<file path="config.mk">
export PLATFORM = sky130hd
export DESIGN_NAME = l2i_aggregator
export DESIGN_NICKNAME = d
export VERILOG_FILES = /design/src/rtl/l2i_pkg.sv /design/src/rtl/l2i_rst_sync.sv /design/src/rtl/l2i_sync.sv /design/src/rtl/l2i_regs.sv /design/src/rtl/l2i_route.sv /design/src/rtl/l2i_aggregator.sv
export SDC_FILE = /design/constraint.sdc
export NUM_CORES = 1
export LEC_CHECK = 0
export ABC_AREA = 0
export BUFFER_PORTS_ARGS = -buffer_cell sky130_fd_sc_hd__clkbuf_2
export CORE_ASPECT_RATIO = 0.8
export CORE_MARGIN = 4
export CORE_UTILIZATION = 45
export DETAILED_ROUTE_END_ITERATION = 8
export PLACE_DENSITY = 0.7
export SLEW_MARGIN = 20
export SYNTH_ARGS = -nofsm -noshare
export SYNTH_HDL_FRONTEND = slang
export SYNTH_SLANG_ARGS = --single-unit
</file>
<file path="constraint.sdc">
create_clock -name clk_i -period 6.2 [get_ports clk_i]
set_clock_uncertainty 0.15 [all_clocks]
set_input_delay 0.31 -clock clk_i [delete_from_list [all_inputs] [get_ports clk_i]]
set_output_delay 0.31 -clock clk_i [all_outputs]
set_load 0.01 [all_outputs]
</file>
<file path="src/rtl/l2i_pkg.sv">
package l2i_pkg;
  localparam int WORD_W    = 32;
  localparam int MAX_WORDS = 4;
  localparam int ADDR_W    = 5;

  typedef logic [WORD_W-1:0] word_t;
endpackage

</file>
<file path="src/rtl/l2i_rst_sync.sv">
module l2i_rst_sync (
  input  logic clk_i,
  input  logic rst_ni,
  output logic rst_no
);
  logic [1:0] stage_q;

  always_ff @(posedge clk_i or negedge rst_ni) begin
    if (!rst_ni) stage_q <= 2'b00;
    else         stage_q <= {stage_q[0], 1'b1};
  end

  assign rst_no = stage_q[1];
endmodule

</file>
<file path="src/rtl/l2i_sync.sv">
module l2i_sync #(
  parameter int WIDTH = 32
) (
  input  logic             clk_i,
  input  logic             rst_ni,
  input  logic [WIDTH-1:0] d_i,
  output logic [WIDTH-1:0] q_o
);
  logic [WIDTH-1:0] meta_q;
  logic [WIDTH-1:0] hold_q;

  always_ff @(posedge clk_i or negedge rst_ni) begin
    if (!rst_ni) begin
      meta_q <= '0;
      hold_q <= '0;
    end else begin
      meta_q <= d_i;
      hold_q <= meta_q;
    end
  end

  assign q_o = hold_q;
endmodule

</file>
<file path="src/rtl/l2i_regs.sv">
module l2i_regs
  import l2i_pkg::*;
#(
  parameter int                            NUM_WORDS = 2,
  parameter logic [NUM_WORDS*WORD_W-1:0]   FWD_MASK  = '0
) (
  input  logic                          clk_i,
  input  logic                          rst_ni,
  input  logic                          wr_i,
  input  logic [ADDR_W-1:0]             addr_i,
  input  word_t                         wdata_i,
  input  logic [NUM_WORDS*WORD_W-1:0]   status_i,
  output logic [NUM_WORDS*WORD_W-1:0]   enable_o,
  output word_t                         rdata_o
);
  localparam int TOT = NUM_WORDS * WORD_W;

  logic [1:0]           widx;
  logic                 sel_stat;
  logic                 hit;
  logic [NUM_WORDS-1:0] load;
  logic [TOT-1:0]       en_q;
  logic [TOT-1:0]       en_d;

  assign widx     = addr_i[4:3];
  assign sel_stat = addr_i[2];
  assign hit      = (addr_i[1:0] == 2'b00) && ({1'b0, widx} < 3'(NUM_WORDS));

  for (genvar w = 0; w < NUM_WORDS; w++) begin : g_word
    assign load[w] = wr_i && hit && !sel_stat && (widx == 2'(w));
    assign en_d[w*WORD_W +: WORD_W] = wdata_i;

    always_ff @(posedge clk_i or negedge rst_ni) begin
      if (!rst_ni)      en_q[w*WORD_W +: WORD_W] <= FWD_MASK[w*WORD_W +: WORD_W];
      else if (load[w]) en_q[w*WORD_W +: WORD_W] <= en_d[w*WORD_W +: WORD_W];
    end
  end

  always_comb begin
    rdata_o = '0;
    for (int w = 0; w < NUM_WORDS; w++) begin
      if (hit && (widx == 2'(w))) begin
        rdata_o = sel_stat ? status_i[w*WORD_W +: WORD_W] : en_q[w*WORD_W +: WORD_W];
      end
    end
  end

  assign enable_o = en_q;
endmodule

</file>
<file path="src/rtl/l2i_route.sv">
module l2i_route
  import l2i_pkg::*;
#(
  parameter int                                    NUM_WORDS  = 2,
  parameter int                                    NUM_OUTS   = 2,
  parameter logic [NUM_OUTS*NUM_WORDS*WORD_W-1:0]  ROUTE_MASK = '1
) (
  input  logic                         clk_i,
  input  logic                         rst_ni,
  input  logic [NUM_WORDS*WORD_W-1:0]  status_i,
  input  logic [NUM_WORDS*WORD_W-1:0]  enable_i,
  output logic [NUM_OUTS-1:0]          irq_o,
  output logic                         wake_o
);
  localparam int TOT = NUM_WORDS * WORD_W;

  logic [TOT-1:0]      live;
  logic [TOT-1:0]      used;
  logic [NUM_OUTS-1:0] irq_d;
  logic [NUM_OUTS-1:0] irq_q;
  logic                wake_d;
  logic                wake_q;

  assign live = status_i & enable_i;

  always_comb begin
    used = '0;
    for (int o = 0; o < NUM_OUTS; o++) begin
      used = used | ROUTE_MASK[o*TOT +: TOT];
    end
  end

  for (genvar o = 0; o < NUM_OUTS; o++) begin : g_out
    logic [NUM_WORDS-1:0] word_hit;
    for (genvar w = 0; w < NUM_WORDS; w++) begin : g_w
      assign word_hit[w] = |(live[w*WORD_W +: WORD_W] &
                             ROUTE_MASK[(o*NUM_WORDS + w)*WORD_W +: WORD_W]);
    end
    assign irq_d[o] = |word_hit;
  end

  assign wake_d = |(live & used);

  always_ff @(posedge clk_i or negedge rst_ni) begin
    if (!rst_ni) begin
      irq_q  <= '0;
      wake_q <= 1'b0;
    end else begin
      irq_q  <= irq_d;
      wake_q <= wake_d;
    end
  end

  assign irq_o  = irq_q;
  assign wake_o = wake_q;
endmodule

</file>
<file path="src/rtl/l2i_aggregator.sv">
module l2i_aggregator
  import l2i_pkg::*;
#(
  parameter int                                    NUM_WORDS  = 2,
  parameter int                                    NUM_OUTS   = 2,
  parameter logic [NUM_WORDS*WORD_W-1:0]           FWD_MASK   = '0,
  parameter logic [NUM_OUTS*NUM_WORDS*WORD_W-1:0]  ROUTE_MASK = '1
) (
  input  logic                         clk_i,
  input  logic                         rst_ni,
  input  logic [NUM_WORDS*WORD_W-1:0]  src_i,
  input  logic                         reg_wr_i,
  input  logic [ADDR_W-1:0]            reg_addr_i,
  input  logic [WORD_W-1:0]            reg_wdata_i,
  output logic [WORD_W-1:0]            reg_rdata_o,
  output logic [NUM_OUTS-1:0]          irq_o,
  output logic                         wake_o
);
  localparam int TOT = NUM_WORDS * WORD_W;

  logic           rst_n_int;
  logic [TOT-1:0] stat_vec;
  logic [TOT-1:0] en_vec;

  l2i_rst_sync u_rst_sync (
    .clk_i  (clk_i),
    .rst_ni (rst_ni),
    .rst_no (rst_n_int)
  );

  l2i_sync #(.WIDTH(TOT)) u_sync (
    .clk_i  (clk_i),
    .rst_ni (rst_n_int),
    .d_i    (src_i),
    .q_o    (stat_vec)
  );

  l2i_regs #(.NUM_WORDS(NUM_WORDS), .FWD_MASK(FWD_MASK)) u_regs (
    .clk_i    (clk_i),
    .rst_ni   (rst_n_int),
    .wr_i     (reg_wr_i),
    .addr_i   (reg_addr_i),
    .wdata_i  (reg_wdata_i),
    .status_i (stat_vec),
    .enable_o (en_vec),
    .rdata_o  (reg_rdata_o)
  );

  l2i_route #(.NUM_WORDS(NUM_WORDS), .NUM_OUTS(NUM_OUTS), .ROUTE_MASK(ROUTE_MASK)) u_route (
    .clk_i    (clk_i),
    .rst_ni   (rst_n_int),
    .status_i (stat_vec),
    .enable_i (en_vec),
    .irq_o    (irq_o),
    .wake_o   (wake_o)
  );
endmodule

</file>
# After elaboration in Yosys (flattened, before gate mapping)
# Index checks and enable logic that the tools add are counted.
# totals
regBits	196
inputBits	104
out_inout_bits	35
wordCells	25
# classes
order_cmp	1
eq_ne	1
mux	4
bitwise_logic	1
n_reduce_logical	11
# op_table
op	n
$mux W32	4
$and A64 B64 Y64	1
$reduce_or A64 Y1	1
$logic_and A1 B1 Y1	7
$logic_not A2 Y1	2
$eq A2 B1 Y1 const B	1
$lt A2 B2 Y1 const B	1
$logic_not A1 Y1	1

# Longest topological paths before layout
# Gate-level depths: netlist of run 1.
# logic_depth
word_depth	5
ltp_mapped	4
mapped_depth_nobuf	4

# By module
# A second synthesis of run 1 with hierarchy kept.
# hier_totals
hier_cells	422
hier_area_um2	7218.2
# modules_own_cells
module	n_inst	cells_each	area_each_um2	seq_area_each_um2
l2i_regs	1	251	3558.4	1601.5
l2i_sync	1	128	3203.1	3203.1
l2i_route	1	40	402.9	25.0
l2i_rst_sync	1	3	53.8	50.0

# Least setup slack after synthesis of run 1
# Ideal clock, no wire load.
# synth_timing
path_type	in2out
startpoint	input port reg_addr_i[4]
endpoint	output port reg_rdata_o[10]
arrival_ns	1.230
required_time_ns	5.740
setup_slack_ns	4.510
path_stages	4
path_cell_list	nor3_4 -> nand2_1 -> clkbuf_1 -> o22ai_1
# synth_via
elab_chain_cells	5
elab_cells_between_ends	8
# synth_lines
element	line	text
start: declaration	l2i_aggregator.sv:13	input logic [ADDR_W-1:0] reg_addr_i,
$lt A2 B2 Y1	l2i_regs.sv:27	assign hit = (addr_i[1:0] == 2'b00) && ({1'b0, widx} < 3'(NUM_WORDS));
$logic_and A1 B1 Y1	l2i_regs.sv:27	
$logic_and A1 B1 Y1	l2i_regs.sv:42	if (hit && (widx == 2'(w))) begin
$mux W32	l2i_regs.sv:42	
$mux W32 (*)	l2i_regs.sv:42	
end: declaration	l2i_aggregator.sv:15	output logic [WORD_W-1:0] reg_rdata_o,
# Every way passes the cells marked *; elsewhere a longest branch is shown, timed or not.

# Worst setup path in the final report of run 1
# layout_timing
startpoint	input port reg_addr_i[2]
endpoint	output port reg_rdata_o[0]
# layout_via
elab_chain_cells	3
elab_cells_between_ends	4
# layout_lines
element	line	text
$mux W32	l2i_regs.sv:43	rdata_o = sel_stat ? status_i[w*WORD_W +: WORD_W] : en_q[w*WORD_W +: WORD_W];
$mux W32	l2i_regs.sv:42	
$mux W32 (*)	l2i_regs.sv:42	
# Marks and branches as above.

==> flow_summary.ini, run 1 <==
[outcome]
status = finished, final reports clean

[final_layout]
finalNonFillerCells = 880
final_cell_mix = dfrtp_1 (194), clkbuf_2 (137), dlygate4sd3_1 (96)
final_common_cell = dfrtp_1
syn2layout_area_growth_pct = 33.9
drive_above_1_share_pct = 36.4
diodes = 0
final_nets = 761

[setup_path]
cp.buffers_inverters = 3
crit_arrival_ns = 1.94
start_kind = primary input
r2r-end = u_route.irq_o[0]$_DFF_PN0_
crit_type = in -> out
path_delay_family = buffers and inverters
worstReg2RegStart = u_sync.q_o[19]$_DFF_PN0_
reg2reg_depth = 4
cp_slowest_stage_delay_ns = 0.83
crit_chain = buf_4, buf_4, mux2i_1, o22ai_1, clkbuf_2
crit_required_ns = 5.74
cp_max_fo = 64
crit_top_cell = buf_4
slowest_stage = buf_4
end_kind = output port
r2r_slack_ns = 4.18

[logic_synthesis]
synth_cells = 420
synth_seq_cells = 195
syn_area_mm2 = 0.00710
yosys-top-cells-area = dfrtp_1 (69%), mux2i_1 (9.0%), mux2_4 (6.3%), mux2_2 (5.4%), o22ai_1 (2.8%)
synth_cell_types = 21
yosysWarnings = 0
syn_nets = 524
yosysSeqAreaShare_pct = 68.7
avgSynthCellArea_um2 = 16.9
synth.largest_area_cell = dfrtp_1
yosysTopAreaCellShare_pct = 68.7

[power_and_ir_drop]
pwr-share-seq_pct = 51.1
switchingPower_uw = 679
p_per_area_mw_per_mm2 = 297
ir_worst_vdd_mv = 0.213
pwr-share-clk_pct = 38.2
internal-power_mw = 2.15
switching_share_pct = 24.0
p_comb_share_pct = 10.7
power_leakage_nw = 4.68

[die]
die_h_um = 120
rows = 40
placeableCoreArea_mm2 = 0.0153
ioPinCount = 139
die_area_mm2 = 0.0179
die_w_um = 148
floorplan.initialDensity_pct = 46.5

[drt]
ant_nets = 0
drt_iter0_markers = 339
wl_per_cell_um = 19.3
firstDrtPassIters = 4
via_count = 4502
wirelength_um = 17000
drc = 0
viasPerCell = 5.12

[timing]
fin_crit_sh_pct = 38.8
relSlewSlack_pct = 25.0
setup_viol = 0
hold_ws_ns = 0.0280
drv_slew = 0
finalCriticalPeriod_ns = 2.40
rsz0062_at_grt = false
tightest_slew_ns = 1.12
fmax_mhz = 416
finalHoldViolCount = 0
finalSetupTns_ns = 0

[clock_tree]
clkLatencyLatePin_ns = 0.43
clk_pin_slew_ns = 0.07
cts_tree = built
htreeDepth = 4
clock_sinks = 195
clk_path_buf_depth = 2
post_cts_resize_count = 0
cts_root_buf = clkbuf_16
cts_buffers = 17

[place]
dp_hpwl_um = 10700
routabilityCongestion = 0.778
dp_cells = 752
numPortBuffers = 138

[grt]
antenna_found_initial = 0
grt_pass1_vias = 4958
grt_pass1_wl_um = 26800
grt.total_usage_pct = 19.8
grt.overflow.total = 0
grt_max_degree = 79

[job]
maxCapViolCount = 0

[worst_hold_path]
holdCritPathClass = in -> async
==> stage by stage <==
stage                     total power [mW]  instance area [um^2]  util [%]  worst slack, ns
final                                 2.83                  9510      62.3             3.80
after global routing                  2.95                  9510      62.3             3.74
after CTS                             2.86                  9510      62.3             3.84
after detailed placement              1.72                  7960      52.2             3.75
after global placement                1.71                  7960      52.2             3.81
after floorplan                       1.62                  7100         -            0.214
==> what timing repair did <==
item / 4_1_cts / 5_1_grt
buffers inserted: 0 / 0
hold buffers: 96 / 0
hold endpoints to repair: 126 / 0
==> power by group through the flow <==
stage               sequential [mW]  combinational [mW]  clock [mW]
CTS                            1.45               0.305        1.11
global route                   1.46               0.329        1.16
global placement               1.46               0.249           0
finish                         1.45               0.302        1.08
detailed placement             1.47               0.255           0
floorplan                      1.46               0.160           0
==> logic make-up after synthesis <==
logic type / count (synthesis) / synth area share (%)
AOI/OAI and AO/OA: 64 / 7.03
muxes: 128 / 20.7
other: 1 / 0.0528
and+or+nand+nor: 11 / 1.51
buffers and inverters: 21 / 1.97
DFF: 195 / 68.7
==> synth_stat cells <==
cell type,instances
a221oi_1,13
nand4b_4,1
a22o_1,16
buf_4,2
buf_2,7
nor3_4,1
o22ai_1,32
clkbuf_1,6
nand2b_1,1
conb_1,1
mux2_4,30
nand4_1,4
dfrtp_1,195
or4_1,1
buf_6,6
nand4_4,1
mux2_2,34
mux2i_1,64
nand2_1,1
nor2_1,1
a221oi_2,3
==> per-layer routing <==
metal  part of all wire, %  track usage [%]  vias up
met3                   5.4             4.87       26
met5                     0                0        -
met1                    45             26.7     2281
met4                   2.2             7.44        0
met2                    48             31.4      162
li1                      -                -     2033
==> state kept, by name, indices dropped and copies added (netlist names) <==
name	count
u_regs.enable_o	64
u_sync.meta_q	64
u_sync.q_o	64
u_rst_sync.stage_q	2
u_route.irq_o	1
==> worst reg2reg max path: stages, from the launching register on <==
cell,delay (ns)
dfrtp_1,0.39
a22o_1,0.26
a221oi_1,0.40
nand4_1,0.18
or4_1,0.52
==> area by class of cell <==
class | count | area, um^2
clock inverters | 10 | 116
multi-input cells | 204 | 2080
flip-flops and latches | 195 | 4880
clock buffers | 22 | 474
repair buffers | 239 | 1690
well taps | 210 | 263
fillers | 1127 | 5750
==> how the worst max path moves through the flow <==
stage | start | end | slack (ns) | depth (start not counted)
after floorplan | u_rst_sync.stage_q[1]$_DFF_PN0_ | u_regs.enable_o[0]$_DFFE_PN0P_ | 0.21 | 0
after global placement | reg_addr_i[4] | u_regs.enable_o[6]$_DFFE_PN0P_ | 3.81 | 4
after detailed placement | reg_addr_i[4] | u_regs.enable_o[18]$_DFFE_PN0P_ | 3.75 | 4
after CTS | reg_addr_i[2] | reg_rdata_o[0] | 3.84 | 5
after global routing | reg_addr_i[2] | reg_rdata_o[19] | 3.74 | 5
final | reg_addr_i[2] | reg_rdata_o[0] | 3.80 | 5
Note: power is estimated with default switching activity, not from simulation.
==> run 2, diff against run 1 <==
==> constraint.sdc (replaced) <==
create_clock -name clk_i -period 2.14 [get_ports clk_i]
set_clock_uncertainty 0.15 [all_clocks]
set_input_delay 0.107 -clock clk_i [delete_from_list [all_inputs] [get_ports clk_i]]
set_output_delay 0.107 -clock clk_i [all_outputs]
set_load 0.01 [all_outputs]
==> flow_summary.ini, run 2 (same netlist as run 1, synthesis figures left out) <==
[final_layout]
final_nets = 766
fill_cells = 1101
regArea_mm2 = 0.00488
final_common_cell = dfrtp_1
multi_input_area_mm2 = 0.00208
syn2layout_area_growth_pct = 34.7
finalNonFillerCells = 885
drive_above_1_share_pct = 36.7
diodes = 0
final_cell_mix = dfrtp_1 (194), clkbuf_2 (137), dlygate4sd3_1 (98)
final_cell_area_mm2 = 0.00957

[place]
dp_cells = 755
numPortBuffers = 138
pre_cts_slack_ns = 0.183
dp_hpwl_um = 11000
placed_area_mm2 = 0.00802
routabilityCongestion = 0.829

[setup_path]
cp.depth = 4
worstReg2RegStart = u_sync.q_o[50]$_DFF_PN0_
start_kind = register
cp_slowest_stage_delay_ns = 0.44
reg2reg_depth = 4
path_delay_family = compound AO/OA/AOI/OAI gates
r2r_slack_ns = 0.17
r2r-end = u_route.irq_o[0]$_DFF_PN0_
crit_arrival_ns = 2.12
slowest_stage = a221oi_1
crit_chain = a22o_1, a221oi_1, nand4_1, or4_1
cp_max_fo = 2
crit_required_ns = 2.28
cp.buffers_inverters = 0
crit_type = reg -> reg
end_kind = register

[clock_tree]
htreeDepth = 4
clock_sinks = 195
clk_path_buf_depth = 2
cts_root_buf = clkbuf_16
cts_buffers = 17
clkLatencyLatePin_ns = 0.43
post_cts_buffers = 0
cts_tree = built
clk_pin_slew_ns = 0.07

[die]
die_area_mm2 = 0.0179
die_w_um = 148
placeableCoreArea_mm2 = 0.0153
ioPinCount = 139
die_h_um = 120
rows = 40
floorplan.initialDensity_pct = 46.5

[power_and_ir_drop]
p_comb_share_pct = 11.0
pwr-share-clk_pct = 37.2
power_leakage_nw = 4.70
switching_share_pct = 24.3
p_per_area_mw_per_mm2 = 844
internal-power_mw = 6.11
ir_worst_vdd_mv = 0.526
pwr-share-seq_pct = 51.8
switchingPower_mw = 1.96

[drt]
drc = 0
top_layer = met4
wl_per_cell_um = 19.0
via_count = 4508
ant_nets = 0
firstDrtPassIters = 5
wl_met2_um = 8080
viasPerCell = 5.09
drt_iter0_markers = 234
drt-met1-wl_um = 7680
wl_met3_um = 955
wirelength_um = 16800

[timing]
fin_crit_sh_pct = 92.1
finalHoldViolCount = 0
finalCriticalPeriod_ns = 1.97
setup_ws_ns = 0.170
tightest_slew_ns = 0.680
hold_ws_ns = 0.0619
drv_slew = 0
setup_viol = 0
rsz0062_at_grt = false
fmax_mhz = 508
relSlewSlack_pct = 54.6

[outcome]
status = finished, final reports clean

[grt]
grt_max_degree = 91
grt_pass1_vias = 4913
grt_pass1_wl_um = 26300
grt.overflow.total = 0
antenna_found_initial = 0
grt.total_usage_pct = 19.4

[job]
maxCapViolCount = 0

[worst_hold_path]
holdCritPathClass = reg -> async
run 2: final cells by class:
class                           count  share of cell area (%)
Clock buffer                       21                    4.92
Clock inverter                     11                    1.03
Multi-Input combinational cell    204                    21.8
Sequential cell                   195                    51.0
Tap cell                          210                    2.75
Timing Repair Buffer              244                    18.5
run 2: power by group through the flow:
stage / clock network [mW] / registers (mW) / logic [mW]
floorplan: 0 / 4.22 / 0.463
global placement: 0 / 4.23 / 0.743
detailed placement: 0 / 4.25 / 0.759
CTS: 3.08 / 4.18 / 0.904
global route: 3.22 / 4.21 / 0.974
finish: 3.00 / 4.18 / 0.892
run 2: worst max-delay path by stage:
stage	end	slack (ns)	startpoint
2_1_floorplan	u_regs.enable_o[0]$_DFFE_PN0P_	-0.004	u_rst_sync.stage_q[1]$_DFF_PN0_
3_3_place_gp	u_route.irq_o[0]$_DFF_PN0_	0.17	u_sync.q_o[50]$_DFF_PN0_
3_5_place_dp	u_route.irq_o[0]$_DFF_PN0_	0.18	u_sync.q_o[50]$_DFF_PN0_
4_1_cts	u_route.irq_o[0]$_DFF_PN0_	0.18	u_sync.q_o[50]$_DFF_PN0_
5_1_grt	u_route.irq_o[0]$_DFF_PN0_	0.08	u_sync.q_o[50]$_DFF_PN0_
6_report	u_route.irq_o[0]$_DFF_PN0_	0.17	u_sync.q_o[50]$_DFF_PN0_
run 2: per-stage QoR:
stage	util (%)	setup TNS, ns	power (mW)
final	62.7	0	8.08
after global routing	62.7	0	8.41
after CTS	62.7	0	8.17
after detailed placement	52.5	0	5.01
after global placement	52.5	0	4.97
after floorplan	-	-0.746	4.68
run 2: per-layer routing:
layer	GRT usage, %	vias up
li1	-	2044
met1	27.7	2319
met2	30.1	137
met3	5.51	8
met4	3.92	0
met5	0	-
run 2: timing repair:
item	in CTS	in global routing
hold buffers	98	0
resized for setup	0	0
hold endpoints to repair	130	0
